$ cat src/rtl/serial_fifo_front_pkg.sv
// Shared constants for the serial FIFO register front end.
// The offsets are byte addresses on a 6-bit register bus.
package serial_fifo_front_pkg;
    localparam int ADDR_W = 6;
    localparam int DATA_W = 32;

    localparam logic [ADDR_W-1:0] OFF_RXDATA = 6'h00;
    localparam logic [ADDR_W-1:0] OFF_TXDATA = 6'h04;
    localparam logic [ADDR_W-1:0] OFF_CTRL   = 6'h08;
    localparam logic [ADDR_W-1:0] OFF_IEN    = 6'h0C;
    localparam logic [ADDR_W-1:0] OFF_ISTA   = 6'h10;
    localparam logic [ADDR_W-1:0] OFF_CLKCFG = 6'h1C;
    localparam logic [ADDR_W-1:0] OFF_BURST  = 6'h20;
    localparam logic [ADDR_W-1:0] OFF_XMIT   = 6'h24;
    localparam logic [ADDR_W-1:0] OFF_LEVEL  = 6'h28;

    localparam int TXFLUSH_BIT = 8;
    localparam int RXFLUSH_BIT = 9;
    localparam int RXLVL_LSB   = 0;
    localparam int TXLVL_LSB   = 16;
endpackage

$ cat src/rtl/byte_fifo.sv
// Circular byte queue with occupancy count.
// Assumes: DEPTH >= 2. A push when full or a pop when empty is dropped.
// A flush empties the queue and overrides any push or pop in the same cycle.
// rdata shows the head entry, or 0 when the queue is empty.
module byte_fifo #(
    parameter int DW    = 8,
    parameter int DEPTH = 64,
    localparam int PW   = $clog2(DEPTH),
    localparam int CW   = $clog2(DEPTH) + 1
) (
    input  logic          clk,
    input  logic          rst_n,
    input  logic          flush,
    input  logic          push,
    input  logic [DW-1:0] wdata,
    input  logic          pop,
    output logic [DW-1:0] rdata,
    output logic [CW-1:0] count,
    output logic          full,
    output logic          empty
);
    logic [DW-1:0] mem [DEPTH];
    logic [PW-1:0] wptr, rptr;
    logic          do_push, do_pop;

    assign full    = (count == CW'(DEPTH));
    assign empty   = (count == '0);
    assign do_push = push && !full;
    assign do_pop  = pop && !empty;
    assign rdata   = empty ? '0 : mem[rptr];

    function automatic logic [PW-1:0] step(input logic [PW-1:0] p);
        return (p == PW'(DEPTH - 1)) ? '0 : p + 1'b1;
    endfunction

    // Store an accepted byte (storage needs no reset)
    always_ff @(posedge clk) begin
        if (do_push && !flush) mem[wptr] <= wdata;
    end

    // Move the pointers and the count
    always_ff @(posedge clk) begin
        if (!rst_n || flush) begin
            wptr  <= '0;
            rptr  <= '0;
            count <= '0;
        end else begin
            if (do_push) wptr <= step(wptr);
            if (do_pop)  rptr <= step(rptr);
            count <= count + CW'(do_push) - CW'(do_pop);
        end
    end
endmodule

$ cat src/rtl/irq_unit.sv
// Sticky event register with an enable mask.
// Assumes: evt pulses set bits; a write of 1 clears a bit; set beats clear.
// irq is the OR over all enabled pending bits.
module irq_unit #(
    parameter int W = 32
) (
    input  logic         clk,
    input  logic         rst_n,
    input  logic         en_we,
    input  logic         sta_we,
    input  logic [W-1:0] wdata,
    input  logic [W-1:0] evt,
    output logic [W-1:0] en_q,
    output logic [W-1:0] sta_q,
    output logic         irq
);
    logic [W-1:0] clr;

    assign clr = sta_we ? wdata : '0;

    // Enable mask storage
    always_ff @(posedge clk) begin
        if (!rst_n)     en_q <= '0;
        else if (en_we) en_q <= wdata;
    end

    // Pending events: set by pulses, cleared by writing 1
    always_ff @(posedge clk) begin
        if (!rst_n) sta_q <= '0;
        else        sta_q <= (sta_q & ~clr) | evt;
    end

    assign irq = |(sta_q & en_q);
endmodule

$ cat src/rtl/serial_fifo_front.sv
// Register front end: address decode, config storage, two byte queues,
// flush strobes and the interrupt pair.
// Assumes: single-cycle bus strobes; bus_rdata is valid in the strobe cycle.
module serial_fifo_front
    import serial_fifo_front_pkg::*;
#(
    parameter int DEPTH = 64,
    localparam int CW   = $clog2(DEPTH) + 1
) (
    input  logic              clk,
    input  logic              rst_n,
    input  logic [ADDR_W-1:0] bus_addr,
    input  logic              bus_wr,
    input  logic              bus_rd,
    input  logic [DATA_W-1:0] bus_wdata,
    output logic [DATA_W-1:0] bus_rdata,
    output logic              irq,
    output logic [7:0]        tx_byte,
    output logic              tx_avail,
    input  logic              tx_take,
    input  logic [7:0]        rx_byte,
    output logic              rx_space,
    input  logic              rx_put,
    input  logic [DATA_W-1:0] evt_set,
    output logic [DATA_W-1:0] ctrl_out,
    output logic [DATA_W-1:0] clk_cfg_out,
    output logic [DATA_W-1:0] burst_out,
    output logic [DATA_W-1:0] xmit_out
);
    localparam logic [DATA_W-1:0] STROBE_MASK =
        (DATA_W'(1) << TXFLUSH_BIT) | (DATA_W'(1) << RXFLUSH_BIT);

    logic              wr_ctrl, tx_push, rx_pop;
    logic              tx_flush_q, rx_flush_q;
    logic [CW-1:0]     tx_cnt, rx_cnt;
    logic              tx_full, tx_empty, rx_full, rx_empty;
    logic [7:0]        rx_head;
    logic [DATA_W-1:0] int_en, int_sta, level_word;

    assign wr_ctrl = bus_wr && (bus_addr == OFF_CTRL);
    assign tx_push = bus_wr && (bus_addr == OFF_TXDATA);
    assign rx_pop  = bus_rd && (bus_addr == OFF_RXDATA);

    // Configuration words; the flush bits are never stored
    always_ff @(posedge clk) begin
        if (!rst_n) begin
            ctrl_out    <= '0;
            clk_cfg_out <= '0;
            burst_out   <= '0;
            xmit_out    <= '0;
        end else if (bus_wr) begin
            case (bus_addr)
                OFF_CTRL:   ctrl_out    <= bus_wdata & ~STROBE_MASK;
                OFF_CLKCFG: clk_cfg_out <= bus_wdata;
                OFF_BURST:  burst_out   <= bus_wdata;
                OFF_XMIT:   xmit_out    <= bus_wdata;
                default: ;
            endcase
        end
    end

    // Flush strobes: high for the one cycle after the control write
    always_ff @(posedge clk) begin
        if (!rst_n) begin
            tx_flush_q <= 1'b0;
            rx_flush_q <= 1'b0;
        end else begin
            tx_flush_q <= wr_ctrl && bus_wdata[TXFLUSH_BIT];
            rx_flush_q <= wr_ctrl && bus_wdata[RXFLUSH_BIT];
        end
    end

    byte_fifo #(.DW(8), .DEPTH(DEPTH)) u_txq (
        .clk(clk), .rst_n(rst_n), .flush(tx_flush_q),
        .push(tx_push), .wdata(bus_wdata[7:0]),
        .pop(tx_take), .rdata(tx_byte),
        .count(tx_cnt), .full(tx_full), .empty(tx_empty)
    );

    byte_fifo #(.DW(8), .DEPTH(DEPTH)) u_rxq (
        .clk(clk), .rst_n(rst_n), .flush(rx_flush_q),
        .push(rx_put), .wdata(rx_byte),
        .pop(rx_pop), .rdata(rx_head),
        .count(rx_cnt), .full(rx_full), .empty(rx_empty)
    );

    assign tx_avail = !tx_empty;
    assign rx_space = !rx_full;

    irq_unit #(.W(DATA_W)) u_irq (
        .clk(clk), .rst_n(rst_n),
        .en_we(bus_wr && (bus_addr == OFF_IEN)),
        .sta_we(bus_wr && (bus_addr == OFF_ISTA)),
        .wdata(bus_wdata), .evt(evt_set),
        .en_q(int_en), .sta_q(int_sta), .irq(irq)
    );

    // Pack both occupancy counts into the level word
    always_comb begin
        level_word = '0;
        level_word[RXLVL_LSB +: CW] = rx_cnt;
        level_word[TXLVL_LSB +: CW] = tx_cnt;
    end

    // Read multiplexer
    always_comb begin
        case (bus_addr)
            OFF_RXDATA: bus_rdata = {24'd0, rx_head};
            OFF_CTRL:   bus_rdata = ctrl_out;
            OFF_IEN:    bus_rdata = int_en;
            OFF_ISTA:   bus_rdata = int_sta;
            OFF_CLKCFG: bus_rdata = clk_cfg_out;
            OFF_BURST:  bus_rdata = burst_out;
            OFF_XMIT:   bus_rdata = xmit_out;
            OFF_LEVEL:  bus_rdata = level_word;
            default:    bus_rdata = '0;
        endcase
    end
endmodule

$ cat config.mk
export PLATFORM = sky130hd
export DESIGN_NAME = serial_fifo_front
export DESIGN_NICKNAME = d
export VERILOG_FILES = /design/src/rtl/serial_fifo_front_pkg.sv /design/src/rtl/byte_fifo.sv /design/src/rtl/irq_unit.sv /design/src/rtl/serial_fifo_front.sv
export SDC_FILE = /design/constraint.sdc
export NUM_CORES = 2
export LEC_CHECK = 0
export BUFFER_PORTS_ARGS = -buffer_cell sky130_fd_sc_hd__buf_2
export CORE_ASPECT_RATIO = 0.7
export CORE_MARGIN = 2
export CORE_UTILIZATION = 55
export CTS_BUF_LIST = sky130_fd_sc_hd__clkbuf_16
export DETAILED_ROUTE_END_ITERATION = 6
export GPL_ROUTABILITY_DRIVEN = 0
export MAX_ROUTING_LAYER = met4
export PLACE_DENSITY = 0.77
export SYNTH_ARGS = -nofsm -noshare
export SYNTH_HDL_FRONTEND = slang
export SYNTH_SLANG_ARGS = --single-unit
export TNS_END_PERCENT = 10
$ cat constraint.sdc
create_clock -name clk -period 9.3 [get_ports clk]
set_clock_uncertainty 0.05 [all_clocks]
set_input_delay 0 -clock clk [delete_from_list [all_inputs] [get_ports clk]]
set_output_delay 0 -clock clk [all_outputs]
set_load 0.05 [all_outputs]
# Word level (Yosys, flattened, before mapping)
# Memory sizes are Yosys's and may differ from the RTL's. A register that Yosys moved wholly into a read port is not among the register bits.
# Index checks and enable logic that the tools add are counted.
[word_totals] regBits=230 mem_bits_rw=1024 input_bits=84 wordCells=88 n_memories=2
[classes] n_addsub=8 n_eq_ne=14 muxes=16 bitwise_logic=4 n_reduce_logical=30
[mem_list] name="u_rxq.mem" words=64 width=8 read_ports=1 rd_clocked_by_memory_dff=1 write_ports=1 line="byte_fifo.sv:22" rtl="logic [DW-1:0] mem [DEPTH];"
[mem_list] name="u_txq.mem" words=64 width=8 read_ports=1 rd_clocked_by_memory_dff=1 write_ports=1 line="byte_fifo.sv:22"
[ops] op="case mux 32 bit (8 select lines)" n=1
[ops] op="bitwise AND 32 bit" n=2
[ops] op="2-to-1 mux 6 bit" n=8
[ops] op="== test 6 bit (second input constant)" n=7
[ops] op="2-to-1 mux 32 bit" n=1
[ops] op="NOT 32 bit" n=1
[ops] op="bitwise OR 32 bit" n=1
[ops] op="OR reduction 32 bit" n=1
[ops] op="adder 6 x 1 -> 6 bit (second input constant)" n=4
[ops] op="2-to-1 mux 8 bit" n=2
[ops] op="adder 7 x 1 -> 7 bit" n=2
[ops] op="== test 7 bit (second input constant)" n=2
[ops] op="logical NOT 7 bit" n=2
[ops] op="subtractor 7 x 1 -> 7 bit" n=2
[ops] op="logical AND 1 bit" n=13
[ops] op="== test 6 x 4 -> 1 bit (second input constant)" n=2
[ops] op="== test 6 x 5 -> 1 bit (second input constant)" n=2
[ops] op="AND reduction 2 bit" n=4
[ops] op="logical NOT 1 bit" n=7
[ops] op="== test 6 x 3 -> 1 bit (second input constant)" n=1
[ops] op="logical NOT 6 bit" n=1
[ops] op="2-to-1 mux 1 bit" n=4
[ops] op="logical OR 1 bit" n=2

# Depth between registers and ports, before layout
[depth] word_depth=6 depth_mapped=17

# By module
# A second synthesis with hierarchy kept.
[hier_totals] hier_cells=3142 area_unflattened_um2=51279.2
[by_module_without_submodules] mod="byte_fifo at u_rxq" n_inst=1 cells_each=1042 area_each_um2=21388.0
[by_module_without_submodules] mod="byte_fifo at u_txq" n_inst=1 cells_each=1040 area_each_um2=21184.1
[by_module_without_submodules] mod="serial_fifo_front" n_inst=1 cells_each=801 area_each_um2=6209.7
[by_module_without_submodules] mod="irq_unit" n_inst=1 cells_each=259 area_each_um2=2497.4

# Worst setup path after synthesis
# OpenSTA, ideal clock, no wires.
[synth_path] path_kind="register to register" start="register u_txq.count[2]" end="register u_txq.count[6]" setup_time_ns=0.122 arrival_ns=3.332 path_slack_ns=5.797 stages_incl_launch_ff=18 path_buffers=1 path_cell_list="dfxtp_1 > inv_1 > ha_1 > nand2_1 > or4_1 > and2_1 > clkbuf_1 > ha_1 > inv_1 > ha_1 > inv_1 > fa_1 > nand2b_1 > a21oi_1 > o21ai_0 > a21oi_1 > or3_1 > a21oi_1"
[synth_via] elab_cells_between_ends=8 cone_classes="add/sub: 2; eq/ne: 1; reduce/logical: 5"
[synth_rtl] item="start, declared" line="byte_fifo.sv:18" rtl="output logic [CW-1:0] count,"
[synth_rtl] item="start signal, assigned" line="byte_fifo.sv:50" rtl="count <= count + CW'(do_push) - CW'(do_pop);"
[synth_rtl] item="logical NOT 7 bit" line="byte_fifo.sv:27" rtl="assign empty = (count == '0);"
[synth_rtl] item="logical NOT 1 bit"
[synth_rtl] item="named net tx_avail" line="serial_fifo_front.sv:19" rtl="output logic tx_avail,"
[synth_rtl] item="logical AND 1 bit" line="byte_fifo.sv:29" rtl="assign do_pop = pop && !empty;"
[synth_rtl] item="subtractor 7 x 1 -> 7 bit" line="byte_fifo.sv:50"
# The timed path passes the listed nets, and every way through them passes these cells.
# A chain may end at the register's enable or synchronous reset.

==> results.cfg <==
[status]
outcome = complete, no violations

[worst_setup_path]
cp_cell_sequence = buf_4 -> buf_4 -> mux4_2 -> mux4_2 -> a22oi_1 -> o21ai_0 -> buf_2
cp.arrival_ps = 4960
endpoint_kind = primary output
cpLargestDelayFamily = buffers and inverters
crit_fanout = 52
max_stage_delay_ps = 930
critPathBufInv = 3
cpMaxStageDelayCell = dfxtp_4
cp.required_ps = 9250
crit_type = flop to primary output
startpoint_type = flop

[layout]
layout_common_cells = edfxtp_1 (1024), nand2_1 (411), buf_2 (251)
synthToLayoutAreaGrowth_pct = 14.2
fill_cells = 6119
final_layout_size_suffix_gt1_frac = 0.201
num_antenna_cells = 0
multi_input_area_um2 = 13800
fin_nets = 3595
seq_area_um2 = 35600
mostFrequentLayoutCell = edfxtp_1
fin_area_um2 = 57500

[yosys]
synth_edf_count = 1024
seq_area_frac_synth = 0.706
synth.avg_cell_area_um2 = 16.0
synth-main-ff-cell = edfxtp_1
synth_mux_area_frac = 0.128
yosysUniqueCellTypes = 62
syn_inst = 3144
synthArstFlopShare = 0
yosysWarningCount = 0
synth_seq_cells = 1266
yosys.area_share.xor_xnor = 0.00363
synthSimpleGateAreaFrac = 0.0674
synth_adder_area_share = 0.00601
syn_area_um2 = 50400
synth_compound_area_frac = 0.0690
synth_top_family_by_area = multiplexers

[clocking]
cts-root-buf = clkbuf_16
cts_buffers = 111
cts.clk_slew.worst_paths_ps = 70
htreeDepth = 3
cts_setup_buffers = 0
cts_tree = done
post_cts_resized = 0
clkSinkCount = 1266
clk_latency_ps = 730
ctsHoldBuffers = 133
cts_max_path_buffers = 3

[power_and_ir_drop]
finalPower_mw = 12.0
ir_worst_vdd_v = 0.000163
powerDensity_nw_per_um2 = 209
leakage_nw = 18.6

[timing]
post-route-min-period_ps = 5010
final_hold_viol_count = 0
fmax_ghz = 0.200
worst_pin_slew_ps = 1420
rsz0062_at_grt = false
slew_viol_final = 0
finalSetupViolations = 0
final.setup.tns_ps = 0
layout_setup_ws_ps = 4290
min_period_over_period = 0.539
max_slew_margin = 0.0480

[global_route]
grt_usage = 0.292
antenna_found_initial = 0
gr-total-overflow = 0
grt_pass1_wl_um = 198000
grt_pass1_vias = 30000
grt_max_degree = 111

[placement]
post-place-ws_ps = 4930
io_buffers = 252
post_dp_cell_area_um2 = 52700
dp_hpwl_um = 82300

[floorplanning]
die_w_um = 366
rows = 92
start_util = 0.558
dieArea_um2 = 94100
core_area_um2 = 90400
io_pins = 255
die_h_um = 257

[detailed_routing]
vias = 31100
first_pass_iters = 6
avgViaCountPerCell = 6.49
wirelength_um = 135000
antenna_left = 0
drcViolationCount = 0
wl_per_cell_um = 28.2
drt_iter0_markers = 4596

[min_path]
hp-class = input port to flop

[run]
cap_violations = 0
-- cells in the mapped netlist, types with 5 or more instances --
cell	count	share of area
ha_1	21	0.0052
xor2_1	11	0.0019
mux2i_1	113	0.022
o21ai_0	16	0.0016
a21boi_0	109	0.016
inv_1	24	0.0018
a21oi_1	77	0.0076
edfxtp_1	1024	0.61
nand4_1	14	0.0017
mux2_2	9	0.0020
dfxtp_1	242	0.096
nor4_1	7	0.00087
nand3_1	22	0.0022
mux4_2	231	0.10
buf_1	14	0.0010
xnor2_1	8	0.0014
a211oi_1	31	0.0046
buf_4	19	0.0028
nor3_1	21	0.0021
a22oi_1	82	0.012
a222oi_1	48	0.0095
a311oi_1	5	0.00087
buf_2	52	0.0052
o22ai_1	17	0.0021
nand3b_1	6	0.00089
nand2b_1	10	0.0012
nand2_1	411	0.031
nor2_1	179	0.013
or3_1	8	0.00099
a21boi_1	49	0.0073
o21ai_1	13	0.0013
nor2b_1	59	0.0073
clkbuf_1	115	0.0086
a22o_1	9	0.0016
a221oi_1	10	0.0017
and2_1	10	0.0012
-- final cells by class --
class / count / share of cell area
Clock buffer: 113 / 0.0491
Sequential cell: 1266 / 0.619
Multi-Input combinational cell: 1653 / 0.241
Clock inverter: 91 / 0.0120
Tap cell: 1222 / 0.0266
Inverter: 25 / 0.00163
Timing Repair Buffer: 431 / 0.0511
-- logic make-up (layout without fill, tap and decap cells) --
group / after synthesis / in the layout
flops: 1266 / 1266
buf+inv: 226 / 660
mux: 353 / 353
fa+ha+maj: 23 / 23
other cells: 1 / 2
simple gates: 777 / 777
compound gates: 478 / 478
xor+xnor: 20 / 20
-- through the flow --
stage          hold WS [ps]  std cells  utilization
2_1_floorplan          48.9       3145            -
3_3_place_gp            177       4463        0.583
3_5_place_dp            180       4463        0.583
4_1_cts                13.1       4800        0.637
5_1_grt                78.3       4801        0.637
6_report               65.6       4801        0.637
-- sequential cells by signal, summed over array words and instances, names as in the netlist, named ones only --
register     count
xmit_out        32
u_txq.mem      512
burst_out       32
ctrl_out        30
u_irq.en_q      32
u_txq.wptr       6
u_rxq.count      7
u_rxq.mem      512
u_txq.rptr       6
tx_flush_q       1
rx_flush_q       1
clk_cfg_out     32
u_irq.sta_q     32
u_rxq.rptr       6
u_txq.count      7
u_rxq.wptr       6
-- report_power, final --
part	internal, mW	switching, mW
registers	6.17	0.116
logic	0.527	0.683
clock network	2.45	2.08
total	9.15	2.88
-- tightest hold or removal path, stage by stage --
cell and delay (ps):
buf_2 230, a2111oi_4 110, nand2_2 100, nand2_1 60, nand2_1 60, ha_1 120, inv_1 30, nor2_1 80
-- worst paths after layout --
path                                     to  slack [ps]  cells past startpoint                       from
setup / recovery                 tx_byte[5]        4290                      7                       flop
hold / removal    u_rxq.count[0]$_SDFF_PP0_          70                      8                bus_addr[5]
setup reg to reg  u_txq.count[6]$_SDFF_PP0_        5610                     16  u_txq.count[4]$_SDFF_PP0_
hold reg to reg    ctrl_out[5]$_SDFFE_PN0P_         420                      2   ctrl_out[5]$_SDFFE_PN0P_
-- metal layers --
| metal | track usage | vias up | share of wire |
|---|---|---|---|
| li1 | - | 12900 | - |
| met1 | 0.416 | 15700 | 0.40 |
| met2 | 0.417 | 2229 | 0.45 |
| met3 | 0.0830 | 324 | 0.13 |
| met4 | 0.0728 | 0 | 0.028 |
| met5 | - | - | 0 |
(Power assumes the default switching activity.)
